===== config.mk =====
export PLATFORM = sky130hd
export DESIGN_NAME = ddr2_init_seq
export DESIGN_NICKNAME = d
export VERILOG_FILES = /design/src/rtl/ddr2i_pkg.sv /design/src/rtl/ddr2i_countdown.sv /design/src/rtl/ddr2i_step_decode.sv /design/src/rtl/ddr2_init_seq.sv
export SDC_FILE = /design/constraint.sdc
export NUM_CORES = 1
export LEC_CHECK = 0
export BUFFER_PORTS_ARGS = -buffer_cell sky130_fd_sc_hd__buf_2
export CAP_MARGIN = 5
export CORE_AREA = 10 10 95 114
export CTS_BUF_LIST = sky130_fd_sc_hd__clkbuf_8
export DETAILED_ROUTE_END_ITERATION = 8
export DIE_AREA = 0 0 105 124
export GPL_ROUTABILITY_DRIVEN = 1
export HOLD_SLACK_MARGIN = 0.03
export REMOVE_ABC_BUFFERS = 1
export SLEW_MARGIN = 20
export SYNTH_ARGS = -nofsm -noshare
export SYNTH_HDL_FRONTEND = slang
export SYNTH_SLANG_ARGS = --single-unit

===== constraint.sdc =====
create_clock -name clk -period 5.9 [get_ports clk]
set_input_delay 1.18 -clock clk [delete_from_list [all_inputs] [get_ports clk]]
set_output_delay 1.18 -clock clk [all_outputs]
set_load 0.01 [all_outputs]

===== src/rtl/ddr2i_pkg.sv =====
// Shared types for the DDR2 start-up sequencer.
// Assumes the pin bundle is registered once at the top level.
package ddr2i_pkg;

    typedef struct packed {
        logic        cke;
        logic        cs_n;
        logic        ras_n;
        logic        cas_n;
        logic        we_n;
        logic [2:0]  ba;
        logic [13:0] addr;
    } ddr2i_bus_t;

    typedef enum logic [2:0] {
        K_NOP,
        K_PREA,
        K_REF,
        K_MRS,
        K_DESEL
    } ddr2i_kind_e;

    typedef enum logic [1:0] {
        PH_STABLE,
        PH_RUN,
        PH_DONE
    } ddr2i_phase_e;

    // Builds the pin bundle for one command kind.
    function automatic ddr2i_bus_t ddr2i_drive(input ddr2i_kind_e k,
                                               input logic [2:0] ba,
                                               input logic [13:0] a);
        ddr2i_bus_t b;
        b.cke   = 1'b1;
        b.cs_n  = 1'b0;
        b.ras_n = 1'b1;
        b.cas_n = 1'b1;
        b.we_n  = 1'b1;
        b.ba    = 3'b000;
        b.addr  = 14'h0000;
        case (k)
            K_PREA: begin
                b.ras_n = 1'b0;
                b.we_n  = 1'b0;
                b.addr  = a;
            end
            K_REF: begin
                b.ras_n = 1'b0;
                b.cas_n = 1'b0;
            end
            K_MRS: begin
                b.ras_n = 1'b0;
                b.cas_n = 1'b0;
                b.we_n  = 1'b0;
                b.ba    = ba;
                b.addr  = a;
            end
            K_DESEL: begin
                b.cke  = 1'b0;
                b.cs_n = 1'b1;
            end
            default: ;
        endcase
        return b;
    endfunction

endpackage


===== src/rtl/ddr2i_countdown.sv =====
// Loadable down-counter that saturates at zero.
// Assumes load_val fits W bits; is_zero reflects the registered count.
module ddr2i_countdown #(
    parameter int W       = 16,
    parameter int RST_VAL = 0
) (
    input  logic         clk,
    input  logic         rst_n,
    input  logic         load,
    input  logic [W-1:0] load_val,
    output logic         is_zero
);
    logic [W-1:0] cnt_q;

    // Count down to zero, reload on request, preset on reset.
    always_ff @(posedge clk) begin
        if (!rst_n)
            cnt_q <= W'(RST_VAL);
        else if (load)
            cnt_q <= load_val;
        else if (cnt_q != '0)
            cnt_q <= cnt_q - 1'b1;
    end

    assign is_zero = (cnt_q == '0);

    // a count in progress never jumps upward without a load.
    a_r7_monotone: assert property (@(posedge clk) disable iff (!rst_n)
        !load |=> (cnt_q <= $past(cnt_q)));
endmodule


===== src/rtl/ddr2i_step_decode.sv =====
// Maps a step index of the start-up order to its command, register
// select, address word and recovery wait (minus one).
// Assumes N_REFRESH >= 2 and every recovery wait >= 2.
module ddr2i_step_decode
    import ddr2i_pkg::*;
#(
    parameter int N_REFRESH = 2,
    parameter int T_MRD     = 2,
    parameter int T_RP      = 2,
    parameter int T_RFC     = 16,
    parameter int SW        = 4,
    parameter int CW        = 16
) (
    input  logic [SW-1:0] step,
    input  logic [13:0]   mode_val,
    input  logic [13:0]   emr1_val,
    output ddr2i_kind_e   kind,
    output logic [2:0]    ba,
    output logic [13:0]   addr,
    output logic [CW-1:0] wait_m1,
    output logic          gated,
    output logic          dll_rst,
    output logic          final_step
);
    localparam int S_REF0     = 6;
    localparam int S_MRS_OP   = S_REF0 + N_REFRESH;
    localparam int S_OCD_DEF  = S_MRS_OP + 1;
    localparam int S_OCD_EXIT = S_MRS_OP + 2;
    localparam int S_FINAL    = S_MRS_OP + 3;

    localparam logic [13:0] M_A0  = 14'h0001;
    localparam logic [13:0] M_A8  = 14'h0100;
    localparam logic [13:0] M_OCD = 14'h0380;
    localparam logic [13:0] M_A10 = 14'h0400;
    localparam logic [13:0] M_A13 = 14'h2000;

    logic [13:0] emr1_base;
    logic [13:0] mode_base;
    int          s;

    assign emr1_base = emr1_val & ~(M_A0 | M_A13 | M_OCD);
    assign mode_base = mode_val & ~(M_A8 | M_A13);
    assign s         = int'(step);

    // Select the command and its recovery wait for the current step.
    always_comb begin
        kind       = K_NOP;
        ba         = 3'b000;
        addr       = 14'h0000;
        wait_m1    = CW'(T_MRD - 1);
        gated      = 1'b0;
        dll_rst    = 1'b0;
        final_step = 1'b0;
        if (s == 0 || s == 5) begin
            kind    = K_PREA;
            addr    = M_A10;
            wait_m1 = CW'(T_RP - 1);
        end else if (s == 1) begin
            kind = K_MRS;
            ba   = 3'b010;
        end else if (s == 2) begin
            kind = K_MRS;
            ba   = 3'b011;
        end else if (s == 3) begin
            kind = K_MRS;
            ba   = 3'b001;
            addr = emr1_base;
        end else if (s == 4) begin
            kind    = K_MRS;
            addr    = mode_base | M_A8;
            dll_rst = 1'b1;
        end else if (s >= S_REF0 && s < S_MRS_OP) begin
            kind    = K_REF;
            wait_m1 = CW'(T_RFC - 1);
        end else if (s == S_MRS_OP) begin
            kind = K_MRS;
            addr = mode_base;
        end else if (s == S_OCD_DEF) begin
            kind  = K_MRS;
            ba    = 3'b001;
            addr  = emr1_base | M_OCD;
            gated = 1'b1;
        end else if (s == S_OCD_EXIT) begin
            kind = K_MRS;
            ba   = 3'b001;
            addr = emr1_base;
        end else if (s == S_FINAL) begin
            final_step = 1'b1;
        end
    end

    // the parameter set must allow two refreshes and one-cycle commands.
    initial begin
        a_r5_param_floor: assert (N_REFRESH >= 2 && T_MRD >= 2 && T_RP >= 2 && T_RFC >= 2)
            else $error("sequencer parameters below their floor");
    end
endmodule


===== src/rtl/ddr2_init_seq.sv =====
// DDR2 power-up initialization sequencer.
// Holds CKE low for T_STABLE cycles, then runs the fixed start-up order
// with parameterized recovery waits, and raises init_done at the end.
// Assumes the clock is running while reset is released; outputs registered.
module ddr2_init_seq
    import ddr2i_pkg::*;
#(
    parameter int T_STABLE  = 25000,
    parameter int T_CKE_NOP = 50,
    parameter int T_MRD     = 2,
    parameter int T_RP      = 2,
    parameter int T_RFC     = 16,
    parameter int N_REFRESH = 2,
    parameter int T_OCD_GAP = 200
) (
    input  logic        clk,
    input  logic        rst_n,
    input  logic [13:0] mode_val,
    input  logic [13:0] emr1_val,
    output logic        ddr_cke,
    output logic        ddr_cs_n,
    output logic        ddr_ras_n,
    output logic        ddr_cas_n,
    output logic        ddr_we_n,
    output logic        ddr_odt,
    output logic [2:0]  ddr_ba,
    output logic [13:0] ddr_addr,
    output logic        init_done
);
    localparam int CW = $clog2(T_STABLE + T_CKE_NOP + T_MRD + T_RP + T_RFC + T_OCD_GAP) + 1;
    localparam int SW = $clog2(N_REFRESH + 10);

    ddr2i_phase_e  phase_q, phase_d;
    logic [SW-1:0] step_q, step_d;
    logic          done_q, done_d;
    ddr2i_bus_t    bus_q, bus_d;

    logic          gap_load, gap_zero, ocd_load, ocd_zero;
    logic [CW-1:0] gap_val;

    ddr2i_kind_e   kind;
    logic [2:0]    st_ba;
    logic [13:0]   st_addr;
    logic [CW-1:0] wait_m1;
    logic          gated, dll_rst, final_step;

    ddr2i_countdown #(.W(CW), .RST_VAL(T_STABLE - 1)) u_gap (
        .clk      (clk),
        .rst_n    (rst_n),
        .load     (gap_load),
        .load_val (gap_val),
        .is_zero  (gap_zero)
    );

    ddr2i_countdown #(.W(CW), .RST_VAL(0)) u_ocd (
        .clk      (clk),
        .rst_n    (rst_n),
        .load     (ocd_load),
        .load_val (CW'(T_OCD_GAP - 1)),
        .is_zero  (ocd_zero)
    );

    ddr2i_step_decode #(
        .N_REFRESH (N_REFRESH),
        .T_MRD     (T_MRD),
        .T_RP      (T_RP),
        .T_RFC     (T_RFC),
        .SW        (SW),
        .CW        (CW)
    ) u_dec (
        .step       (step_q),
        .mode_val   (mode_val),
        .emr1_val   (emr1_val),
        .kind       (kind),
        .ba         (st_ba),
        .addr       (st_addr),
        .wait_m1    (wait_m1),
        .gated      (gated),
        .dll_rst    (dll_rst),
        .final_step (final_step)
    );

    // Decide the next phase, step and pin bundle from the wait counters.
    always_comb begin
        phase_d  = phase_q;
        step_d   = step_q;
        done_d   = done_q;
        gap_load = 1'b0;
        gap_val  = '0;
        ocd_load = 1'b0;
        bus_d    = ddr2i_drive(K_NOP, 3'b000, 14'h0000);
        unique case (phase_q)
            PH_STABLE: begin
                bus_d = ddr2i_drive(K_DESEL, 3'b000, 14'h0000);
                if (gap_zero) begin
                    phase_d  = PH_RUN;
                    gap_load = 1'b1;
                    gap_val  = CW'(T_CKE_NOP - 1);
                    bus_d    = ddr2i_drive(K_NOP, 3'b000, 14'h0000);
                end
            end
            PH_RUN: begin
                if (gap_zero && (!gated || ocd_zero)) begin
                    if (final_step) begin
                        phase_d = PH_DONE;
                        done_d  = 1'b1;
                    end else begin
                        bus_d    = ddr2i_drive(kind, st_ba, st_addr);
                        gap_load = 1'b1;
                        gap_val  = wait_m1;
                        step_d   = step_q + 1'b1;
                        ocd_load = dll_rst;
                    end
                end
            end
            PH_DONE: ;
            default: phase_d = PH_STABLE;
        endcase
    end

    // Register state and every pin so the outputs are glitch-free.
    always_ff @(posedge clk) begin
        if (!rst_n) begin
            phase_q <= PH_STABLE;
            step_q  <= '0;
            done_q  <= 1'b0;
            bus_q   <= ddr2i_drive(K_DESEL, 3'b000, 14'h0000);
        end else begin
            phase_q <= phase_d;
            step_q  <= step_d;
            done_q  <= done_d;
            bus_q   <= bus_d;
        end
    end

    assign ddr_cke   = bus_q.cke;
    assign ddr_cs_n  = bus_q.cs_n;
    assign ddr_ras_n = bus_q.ras_n;
    assign ddr_cas_n = bus_q.cas_n;
    assign ddr_we_n  = bus_q.we_n;
    assign ddr_ba    = bus_q.ba;
    assign ddr_addr  = bus_q.addr;
    assign ddr_odt   = 1'b0;
    assign init_done = done_q;

    logic cmd_on;
    logic ocd_def_on;
    assign cmd_on     = !ddr_cs_n && !(ddr_ras_n && ddr_cas_n && ddr_we_n);
    assign ocd_def_on = cmd_on && !ddr_ras_n && !ddr_cas_n && !ddr_we_n
                        && ddr_ba == 3'b001 && ddr_addr[9:7] == 3'b111;

    // reset restores the idle pins on the following edge.
    a_r10_reset_idle: assert property (@(posedge clk)
        !rst_n |=> (!ddr_cke && ddr_cs_n && !init_done));

    // clock-enable never falls once raised; nothing selected while low.
    a_r2_cke_holds: assert property (@(posedge clk) disable iff (!rst_n)
        ddr_cke |=> ddr_cke);
    a_r2_desel_low_cke: assert property (@(posedge clk) disable iff (!rst_n)
        !ddr_cke |-> ddr_cs_n);

    // one-cycle commands, never a column or activate command.
    a_r8_one_cycle: assert property (@(posedge clk) disable iff (!rst_n)
        cmd_on |=> !cmd_on);
    a_r8_no_column: assert property (@(posedge clk) disable iff (!rst_n)
        !(!ddr_cs_n && ddr_ras_n && !ddr_cas_n));
    a_r8_no_activate: assert property (@(posedge clk) disable iff (!rst_n)
        !(!ddr_cs_n && !ddr_ras_n && ddr_cas_n && ddr_we_n));

    // the driver-default write only after the post-DLL-reset gap.
    a_r6_ocd_gap: assert property (@(posedge clk) disable iff (!rst_n)
        ocd_def_on |-> $past(ocd_zero));

    // ready flag is sticky and the bus idles behind it.
    a_r9_done_holds: assert property (@(posedge clk) disable iff (!rst_n)
        init_done |=> init_done);
    a_r9_done_quiet: assert property (@(posedge clk) disable iff (!rst_n)
        init_done |-> !cmd_on);
endmodule


== After elaboration in Yosys (flattened, before gate mapping) ==
Cells that the tools add are included.

* Output and inout bits: 24
* Logic and storage cells: 144
* Bits of input ports: 30
* Flip-flop bits (word level): 61

* Reduce and logical (&&, ||, !) cells: 20
* Bitwise gates (word level): 3
* Eq/ne operators: 18
* Order comparisons: 2
* Add/sub/neg operators: 3
* Mux-type cells: 85

{| class="wikitable"
|+ Operators with widths
! kind !! count
|-
| $mux W16 || 9
|-
| $mux W14 || 9
|-
| $mux W22 || 3
|-
| $mux W3 || 17
|-
| $pmux W22 S2 || 1
|-
| $mux W1 || 33
|-
| $logic_not A16 Y1 || 2
|-
| $logic_not A32 Y1 || 1
|-
| $pmux W16 S2 || 1
|-
| $reduce_bool A16 Y1 || 2
|-
| $sub A16 B1 Y16 const B || 2
|-
| $eq A4 B4 Y1 const B || 6
|-
| $mux W8 || 2
|-
| $mux W13 || 1
|-
| $mux W2 || 5
|-
| $eq A4 B3 Y1 const B || 2
|-
| $eq A3 B2 Y1 const B || 2
|-
| $mux W6 || 1
|-
| $ne A2 B2 Y1 const B || 3
|-
| $pmux W2 S3 || 1
|-
| $reduce_and A3 Y1 || 2
|-
| $reduce_or A2 Y1 || 3
|-
| $add A4 B1 Y4 const B || 1
|-
| $eq A4 B2 Y1 const B || 1
|-
| 16 further kinds || 21
|}

== Longest topological paths before layout ==
Gate-level depths: netlist (run 1).

* Word-level depth: 16
* Depth in mapped cells: 9

== Modules after synthesis ==
A second synthesis (run 1) with hierarchy kept.

* Cell total of the unflattened synthesis: 486
* Area, all modules: 3803.6 um^2

{| class="wikitable"
|+ By module, submodules not included
! module !! seq. area each (um^2) !! cells each !! times used !! area an instance (um^2)
|-
| ddr2_init_seq || 580.6 || 137 || 1 || 1177.4
|-
| ddr2i_countdown at u_gap || 320.3 || 124 || 1 || 1007.2
|-
| ddr2i_countdown at u_ocd || 320.3 || 116 || 1 || 939.7
|-
| ddr2i_step_decode || 0.0 || 109 || 1 || 679.4
|}

== Worst setup path after synthesis (run 1) ==
No wires, ideal clock.

* Path kind: register to register
* Start point: reg u_gap.cnt_q[0]
* End point: reg bus_q (netlist bit ddr_addr[11])
* Setup slack: 3666 ps
* Required time: 5835 ps
* Data arrival time: 2169 ps
* Buffers on the path: 1
* Period minus slack after synthesis: 2234 ps
* Cell stages (with the launch flop): 9
* Path through: dfxtp_1 > inv_1 > ha_1 > nor4b_4 > nand3_4 > nor4_4 > or4b_1 > buf_6 > nor2_2

* Longest elaborated chain between the ends: 4

{| class="wikitable"
|+ RTL lines
! what !! RTL line !! RTL
|-
| start, declared || ddr2i_countdown.sv:13 || <nowiki>logic [W-1:0] cnt_q;</nowiki>
|-
| start signal, assigned || ddr2i_countdown.sv:18 || <nowiki>cnt_q <= W'(RST_VAL);</nowiki>
|-
| start signal, assigned || ddr2i_countdown.sv:20 || <nowiki>cnt_q <= load_val;</nowiki>
|-
| start signal, assigned || ddr2i_countdown.sv:22 || <nowiki>cnt_q <= cnt_q - 1'b1;</nowiki>
|-
| $logic_not A16 Y1 || ddr2i_countdown.sv:25 || <nowiki>assign is_zero = (cnt_q == '0);</nowiki>
|-
| $logic_and A1 B1 Y1 || ddr2_init_seq.sv:103 || <nowiki>if (gap_zero && (!gated || ocd_zero)) begin</nowiki>
|-
| $mux W22 || ddr2_init_seq.sv:103 ||
|-
| $pmux W22 S2 || ddr2_init_seq.sv:92 || <nowiki>unique case (phase_q)</nowiki>
|-
| end signal, assigned || ddr2_init_seq.sv:127 || <nowiki>bus_q <= ddr2i_drive(K_DESEL, 3'b000, 14'h0000);</nowiki>
|-
| end signal, assigned || ddr2_init_seq.sv:132 || <nowiki>bus_q <= bus_d;</nowiki>
|-
| end, declared || ddr2_init_seq.sv:36 || <nowiki>ddr2i_bus_t bus_q, bus_d;</nowiki>
|}

Every way passes these cells.
A chain may end at the register's enable or synchronous reset.

== Worst setup path after layout (run 1) ==
* Start point: reg u_gap.cnt_q[0]
* End point: reg bus_q (netlist bit ddr_addr[2])

Same word-level chain as after synthesis.

==> metrics.yaml, run 1 <==
status: "finished, final reports clean"
worstMarginPinSlew_ns: 0.913
max_slew_margin_pct: 39.0
io_pins: 54
crit_required_ns: 6.17
p_leak_uw: 0.00127
grt_max_degree: 22
instances_no_fill: 508
hold-worst-slack_ns: 0.478
crit_type: "reg -> reg"
cts_buffer_depth: 2
grt_pass1_wl_um: 11800
dominantRegCellSynth: "dfxtp_1"
finalSetupTns_ns: 0
layout-drive-gt1-share_pct: 21.5
final_common_cell: "dfxtp_1"
grt_pass1_vias: 2560
antenna_left: 0
via_per_inst: 5.01
cts_hold_buf: 0
ctsHtreeMaxLevel: 3
yosysUniqueCellTypes: 65
powerDensity_mw_per_mm2: 313
core_sq_mm: 0.00852
ys_seq_area_share_pct: 40.2
mostFrequentLayoutCells: "dfxtp_1 (59), buf_2 (43), nor2_1 (41)"
period_needed_ns: 2.76
rows: 37
place_ws_ns: 3.17
peakVddDrop_uv: 98.9
io_buffers: 43
routed_wl_um: 6860
finalHoldViolCount: 0
fin_skew_ns: 0.00699
setup_ws_ns: 3.14
die_x_um: 105
path_clk_slew_ns: 0.07
gr-total-overflow: 0
wl_per_cell_um: 13.5
syn_avg_cell_area_sq_um: 8.53
maxCapViolations: 0
drcViolationCount: 0
post_cts_buffers: 0
mappedNetlistArea_sq_mm: 0.00294
drt_iter0_drc: 116
grt_antenna_before_repair: 0
initial_core_util_pct: 34.5
root_buffer: "clkbuf_8"
ys_ff_latch: 59
vias: 2546
dieArea_sq_mm: 0.0130
diodes: 0
grtUsageTotal_pct: 11.0
max_stage_delay_ns: 0.76
async_flop_share_pct: 0
ctsResizeCount: 0
hpwl_um: 5090
drt_pass1_iterations: 4
fin_util_pct: 39.9
crit_chain: "inv_1, ha_1, nor4b_4, nand3_4, nor4_4, or4b_1, nor2_2"
synthToLayoutAreaGrowth_pct: 15.7
cp-start-kind: "register"
end_kind: "register"
dieHeight_um: 124
insertion_delay_ns: 0.34
rsz0062_at_grt: "no"
place_congestion: 0.837
path_max_fanout: 10
nets: 424
cts_tree: "yes"
worstPathArrival_ns: 3.03
setup_viol: 0
cts_buffers: 9
drv_slew: 0
dp.cells: 494
syn_inst: 345
post-route-period-util_pct: 46.8
clock_sinks: 59
max_freq_ghz: 0.362
holdCritPathClass: "reg -> reg"
synth-edff-count: 0
yosys_warnings: 0
critPathSlowestCell: "or4b_1"
==> power breakdown <==
part / internal, uW / leakage [uW] / total, uW / switching, uW
registers: 435 / 0.000479 / 467 / 32.3
logic: 115 / 0.000708 / 278 / 163
clock network: 168 / 0.0000885 / 319 / 151
==> synth_stat cells, types with 4 or more instances <==
cell type	number	share of area (%)
nor3_1	12	2.0
nor2_1	41	5.2
ha_1	6	2.6
nor2_2	10	2.1
nand4_1	6	1.3
clkbuf_1	7	0.89
xnor2_1	4	1.2
nand2b_1	4	0.85
xor2_1	13	3.9
o21ai_0	17	2.9
nor4_1	5	1.1
a31oi_1	5	1.1
inv_1	11	1.4
dfxtp_1	59	40
nand2_1	27	3.4
a22oi_1	9	2.3
a21oi_1	18	3.1
or3_1	5	1.1
or4_1	4	1.0
nand3_1	16	2.7
==> worst paths after layout <==
check / start / to / slack, ns / depth (start not counted)
max reg2reg: u_gap.cnt_q[0] / ddr_addr[2] / 3.14 / 7
min reg2reg: u_ocd.cnt_q[9] / u_ocd.cnt_q[9] / 0.48 / 2
min: u_ocd.cnt_q[9] / u_ocd.cnt_q[9] / 0.48 / 2
max: u_gap.cnt_q[0] / ddr_addr[2] / 3.14 / 7
==> sequential cells by signal (all words and copies together) (netlist names) <==
| register | flops |
|---|---|
| ddr_addr | 13 |
| ddr_cke | 1 |
| u_ocd.cnt_q | 16 |
| u_gap.cnt_q | 16 |
| ddr_cs_n | 1 |
| step_q | 4 |
| ddr_ras_n | 1 |
| ddr_cas_n | 1 |
| phase_q | 2 |
| init_done | 1 |
| ddr_ba | 2 |
| ddr_we_n | 1 |
==> per-layer routing <==
| layer | track usage, % | share of wire [%] | vias to the layer above |
|---|---|---|---|
| met1 | 12.3 | 46 | 1171 |
| met5 | 0 | 0 | - |
| met4 | 4.38 | 1.4 | 0 |
| met3 | 3.57 | 5.6 | 7 |
| met2 | 19.1 | 47 | 55 |
| li1 | - | - | 1313 |
==> worst max-delay path, delay by kind of cell (launching register included) <==
family / cells / cell delay, ns
buffers and inverters: 1 / 0.08
AND/OR/NAND/NOR: 5 / 2.05
adder cells (fa/ha/maj): 1 / 0.24
flip-flops: 1 / 0.32
==> final cells by class <==
type | count | area (sq um)
timing repair buffer | 43 | 215
inverter | 12 | 45.0
sequential | 59 | 1180
tap | 117 | 146
multi-input combinational | 263 | 1650
clock buffer | 11 | 151
clock inverter | 3 | 16.3
fill | 929 | 5120
==> cells by family after synthesis <==
logic type / after synthesis / synth area share (%)
flops: 59 / 40.2
xor+xnor: 17 / 5.06
compound gates: 72 / 15.7
other cells: 1 / 0.127
mux: 4 / 1.45
buf+inv: 25 / 4.13
fa+ha+maj: 7 / 2.89
simple gates: 160 / 30.5
==> through the flow <==
step | total power [uW] | cell area (sq um)
6_report | 1060 | 3400
5_1_grt | 1140 | 3400
4_1_cts | 1080 | 3400
3_5_place_dp | 756 | 3230
3_3_place_gp | 751 | 3230
2_1_floorplan | 691 | 2870
(Power assumes the default switching activity.)
==> inputs of run 2 (changes only) <==
Clock period 5.9 ns to 2.48 ns, I/O delays scaled along.
==> run 2 against run 1 <==
Via count increased by 5.7%; register-to-register slack lost 2.9 ns; core utilization grew 1.8 points; die area unchanged; critical path depth rose by 1; final cell count up 3.7%; critical endpoint is now ddr_addr[6]; largest cell class unchanged.
==> metrics.yaml, run 2 (synthesis results as in run 1) <==
status: "finished, final reports clean"  # unchanged
holdCritPathClass: "in -> reg"  # was reg -> reg
io_pins: 54  # unchanged
ctsResizeCount: 0  # unchanged
insertion_delay_ns: 0.34  # about the same
final_common_cell: "dfxtp_1"  # unchanged
grt_pass1_wl_um: 12200  # was 11800 um
cp-start-kind: "register"  # unchanged
setup_viol: 0  # unchanged
n_fill_cell: 909  # was 929
whs_path_depth: 3  # was 2
grt_pass1_vias: 2601  # was 2560
cts_buffer_depth: 2  # unchanged
nets: 443  # was 424
via_per_inst: 5.11  # was 5.01
postLayoutCellArea_sq_mm: 0.00356  # was 0.00340 sq mm
worstMarginPinSlew_ns: 0.737  # was 0.913 ns
diodes: 0  # unchanged
layout-drive-gt1-share_pct: 25.1  # was 21.5%
end_kind: "register"  # unchanged
grt_max_degree: 22  # unchanged
max_stage_delay_ns: 0.46  # was 0.76 ns
rsz0062_at_grt: "no"  # unchanged
path_max_fanout: 10  # unchanged
drt_pass1_iterations: 4  # unchanged
synthToLayoutAreaGrowth_pct: 21.0  # was 15.7%
core_sq_mm: 0.00852  # unchanged
rows: 37  # unchanged
drcViolationCount: 0  # unchanged
path_clk_slew_ns: 0.06  # was 0.07 ns
gr-total-overflow: 0  # unchanged
ctsHtreeMaxLevel: 3  # unchanged
drt_iter0_drc: 104  # was 116
root_buffer: "clkbuf_8"  # unchanged
grtUsageTotal_pct: 11.3  # was 11.0%
max_slew_margin_pct: 50.8  # was 39.0%
post-route-period-util_pct: 91.6  # was 46.8%
regArea_sq_mm: 0.00118  # unchanged
io_buffers: 43  # unchanged
r2r_setup_slack_ns: 0.21  # was 3.14 ns
finalHoldViolCount: 0  # unchanged
hold_start: "mode_val[0]"  # was u_ocd.cnt_q[9]
grt_antenna_before_repair: 0  # unchanged
dieHeight_um: 124  # unchanged
place_congestion: 0.883  # was 0.837
initial_core_util_pct: 34.5  # unchanged
r2r_start: "u_gap.cnt_q[0]"  # unchanged
cts_tree: "yes"  # unchanged
antenna_left: 0  # unchanged
mostFrequentLayoutCells: "dfxtp_1 (59), buf_2 (43), nor2_1 (41)"  # unchanged
finalSetupTns_ns: 0  # unchanged
max_freq_ghz: 0.440  # was 0.362 GHz
wl_per_cell_um: 13.4  # was 13.5 um
maxCapViolations: 0  # unchanged
hold-worst-slack_ns: 0.399  # was 0.478 ns
crit_required_ns: 2.75  # was 6.17 ns
die_x_um: 105  # unchanged
period_needed_ns: 2.27  # was 2.76 ns
dieArea_sq_mm: 0.0130  # unchanged
multi_input_area_sq_mm: 0.00165  # unchanged
cts_hold_buf: 0  # unchanged
critPathSlowestCell: "or4b_1"  # unchanged
routed_wl_um: 7080  # was 6860 um
worstPathArrival_ns: 2.54  # was 3.03 ns
clock_sinks: 59  # unchanged
dp.cells: 513  # was 494
powerDensity_mw_per_mm2: 747  # was 313 mW/mm^2
placed_area_sq_mm: 0.00338  # was 0.00323 sq mm
instances_no_fill: 527  # was 508
crit_chain: "inv_1, ha_1, nor4b_4, nand3_4, nor4_4, or4b_1, buf_4, nor2_2"  # was inv_1, ha_1, nor4b_4, nand3_4, nor4_4, or4b_1, nor2_2
hold-path-endpoint: "ddr_addr[0]"  # was u_ocd.cnt_q[9]
r2r-end: "ddr_addr[6]"  # was ddr_addr[2]
cts_buffers: 9  # unchanged
post_cts_buffers: 0  # unchanged
drv_slew: 0  # unchanged
fin_skew_ns: 0.00985  # was 0.00699 ns
peakVddDrop_uv: 220  # was 98.9 uV
vias: 2691  # was 2546
p_leak_uw: 0.00138  # was 0.00127 uW
hpwl_um: 5310  # was 5090 um
crit_type: "reg -> reg"  # unchanged
rr_worst_depth: 8  # was 7
==> run 2: cell count changes in the layout (fill, tap and decap cells not counted) <==
cell | previous run | this run
a21boi_0 | 1 | 2
a21boi_1 | 1 | 0
buf_4 | 0 | 19
bufinv_16 | 0 | 1
clkbuf_8 | 11 | 10
clkinv_2 | 1 | 2
clkinvlp_4 | 1 | 0
==> run 2: cell type report <==
| cell class | instances | share of cell area (%) |
|---|---|---|
| sequential | 59 | 33.2 |
| tap | 117 | 4.11 |
| timing repair buffer | 62 | 10.1 |
| inverter | 12 | 1.27 |
| clock inverter | 4 | 1.23 |
| clock buffer | 10 | 3.87 |
| multi-input combinational | 263 | 46.3 |
==> run 2: power breakdown <==
group / switching [uW] / total [uW] / internal, uW
sequential: 79.5 / 1110 / 1030
combinational: 406 / 720 / 313
clock: 350 / 823 / 473
total: 836 / 2660 / 1820
==> run 2: routing by layer <==
layer / vias to the layer above / routed length (um) / part of all wire [%] / track usage (%)
li1: 1352 / - / - / -
met1: 1266 / 3150 / 44 / 12.6
met2: 66 / 3400 / 48 / 19.4
met3: 7 / 415 / 5.9 / 3.93
met4: 0 / 114 / 1.6 / 4.73
met5: - / 0 / 0 / 0
==> run 2: critical path: cells and delay by family, from the launching register on <==
family,cells,cell delay [ns]
adder cells (fa/ha/maj),1,0.23
buffers and inverters,2,0.28
flip-flops,1,0.32
AND/OR/NAND/NOR,5,1.37
==> run 2: worst max-delay path by stage <==
stage,from,end,slack [ns]
detailed placement,u_gap.cnt_q[0],ddr_addr[6],0.21
floorplan,u_gap.cnt_q[0],ddr_addr[11],0.12
finish,u_gap.cnt_q[0],ddr_addr[6],0.21
global placement,u_gap.cnt_q[0],ddr_addr[9],0.25
CTS,u_gap.cnt_q[0],ddr_addr[6],0.18
global route,u_gap.cnt_q[0],ddr_addr[5],0.09
==> run 2: stage by stage <==
| step | power (uW) | setup WS, ns | util (%) |
|---|---|---|---|
| 2_1_floorplan | 1640 | 0.120 | - |
| 3_3_place_gp | 1840 | 0.254 | 39.6 |
| 3_5_place_dp | 1850 | 0.209 | 39.6 |
| 4_1_cts | 2690 | 0.177 | 41.8 |
| 5_1_grt | 2850 | 0.0904 | 41.8 |
| 6_report | 2660 | 0.209 | 41.8 |
==> inputs of run 3 (changes only) <==
Settings changed: RECOVER_POWER from default to 100, REMOVE_ABC_BUFFERS 1 to default.
==> run 3 against run 2 <==
Sequential share of layout area rose by 0.75 points; count of clock-buffer cells in the layout did not move; sequential cell count did not move; register-to-register slack got worse by 0.03 ns; total power fell by 3.5%; core utilization fell by 0.93 points; global-route usage barely moved; critical path type unchanged; highest routed layer unchanged.
==> metrics.yaml, run 3 (synthesis results as in run 1) <==
wl_per_cell_um: 13.7  # was 13.4 um
end_kind: "register"  # unchanged
rows: 37  # unchanged
cts_buffer_depth: 2  # unchanged
via_per_inst: 5.05  # was 5.11
grt_max_degree: 16  # was 22
grt_antenna_before_repair: 0  # unchanged
peakVddDrop_uv: 285  # was 220 uV
grt_pass1_vias: 2625  # was 2601
vias: 2657  # was 2691
grtUsageMet1_pct: 12.5  # was 12.6%
routed_wl_um: 7200  # was 7080 um
initial_core_util_pct: 34.5  # unchanged
grt_busiest_layer: "met2"  # unchanged
die_x_um: 105  # unchanged
holdCritPathClass: "in -> reg"  # unchanged
io_buffers: 43  # unchanged
critPathBufInv: 2  # unchanged
dp.cells: 511  # was 513
path_clk_slew_ns: 0.07  # was 0.06 ns
drt_iter0_drc: 132  # was 104
cts_buffers: 9  # unchanged
diodes: 0  # unchanged
dieHeight_um: 124  # unchanged
instances_no_fill: 526  # was 527
antenna_left: 0  # unchanged
ctsResizeCount: 0  # unchanged
worstPathArrival_ns: 2.57  # was 2.54 ns
cts_hold_buf: 0  # unchanged
clock_sinks: 59  # unchanged
layout-drive-gt1-share_pct: 17.6  # was 25.1%
mostFrequentLayoutCells: "dfxtp_1 (59), nor2_1 (46), nand2_1 (27)"  # was dfxtp_1 (59), buf_2 (43), nor2_1 (41)
core_sq_mm: 0.00852  # unchanged
critPathSlowestCell: "or3b_2"  # was or4b_1
post_cts_buffers: 0  # unchanged
setup_viol: 0  # unchanged
ctsHtreeMaxLevel: 3  # unchanged
grt_pass1_wl_um: 12300  # was 12200 um
finalHoldViolCount: 0  # unchanged
p_leak_uw: 0.00126  # was 0.00138 uW
maxCapViolations: 0  # unchanged
dieArea_sq_mm: 0.0130  # unchanged
grtUsageTotal_pct: 11.3  # about the same
nets: 441  # was 443
hpwl_um: 5450  # was 5310 um
powerDensity_mw_per_mm2: 737  # was 747 mW/mm^2
crit_family: "simple AND/OR/NAND/NOR gates"  # unchanged
synthToLayoutAreaGrowth_pct: 18.3  # was 21.0%
max_stage_delay_ns: 0.54  # was 0.46 ns
fin_skew_ns: 0.0128  # was 0.00985 ns
drv_slew: 0  # unchanged
status: "finished, final reports clean"  # unchanged
post-route-period-util_pct: 92.7  # was 91.6%
root_buffer: "clkbuf_8"  # unchanged
finalSetupTns_ns: 0  # unchanged
cts_tree: "yes"  # unchanged
rsz0062_at_grt: "no"  # unchanged
period_needed_ns: 2.30  # was 2.27 ns
place_congestion: 0.865  # was 0.883
io_pins: 54  # unchanged
final_common_cell: "dfxtp_1"  # unchanged
drcViolationCount: 0  # unchanged
grt_use_met2_pct: 19.5  # was 19.4%
max_freq_ghz: 0.435  # was 0.440 GHz
drt_pass1_iterations: 4  # unchanged
gr-total-overflow: 0  # unchanged
fin_util_pct: 40.8  # was 41.8%
path_max_fanout: 10  # unchanged
crit_chain: "inv_1, ha_1, or3b_2, o21a_1, or4b_1, buf_4, nor2_1"  # was inv_1, ha_1, nor4b_4, nand3_4, nor4_4, or4b_1, buf_4, nor2_2
crit_type: "reg -> reg"  # unchanged
insertion_delay_ns: 0.34  # about the same
crit_required_ns: 2.76  # was 2.75 ns
use_met3_pct: 3.10  # was 3.93%
cp-start-kind: "register"  # unchanged
-- run 3: path summary, 6_finish.rpt --
check / startpoint / end / slack (ns) / cells past startpoint
max: u_ocd.cnt_q[0] / ddr_addr[1] / 0.18 / 7
min: mode_val[0] / ddr_addr[0] / 0.39 / 3
max reg2reg: u_ocd.cnt_q[0] / ddr_addr[1] / 0.18 / 7
min reg2reg: u_ocd.cnt_q[9] / u_ocd.cnt_q[9] / 0.49 / 2
-- run 3: metrics by stage --
stage | instance area [sq um] | setup slack, ns | total power (uW) | hold WS, ns
finish | 3480 | 0.182 | 2560 | 0.392
global route | 3480 | 0.00969 | 2740 | 0.404
CTS | 3530 | 0.166 | 2600 | 0.383
detailed placement | 3360 | 0.191 | 1830 | 0.461
global placement | 3360 | 0.196 | 1820 | 0.455
floorplan | 2950 | 0.246 | 1650 | 0.450
-- run 3: worst min-delay path: cells and delay by family --
| family | cells | cell delay, ns |
|---|---|---|
| AND/OR/NAND/NOR | 2 | 0.09 |
| buffers and inverters | 1 | 0.09 |
-- run 3: layout make-up --
type	count	area, sq um
multi-input cells	263	1630
well taps	117	146
inverters	12	45.0
fillers	922	5040
flip-flops and latches	59	1180
clock buffers	10	138
repair buffers	60	305
clock inverters	5	31.3
-- run 3: layer usage --
metal	part of all wire [%]	vias up	wire (um)
met1	44	1230	3200
met2	48	69	3420
met3	5.6	16	403
li1	-	1342	-
met4	2.4	0	172
met5	0	-	0
-- run 3: power breakdown --
group / switching, uW / total [uW] / internal (uW) / leakage (uW)
clock network: 373 / 751 / 378 / 0.0000816
registers: 77.3 / 1110 / 1030 / 0.000479
logic: 397 / 702 / 305 / 0.000702
total: 848 / 2560 / 1720 / 0.00126
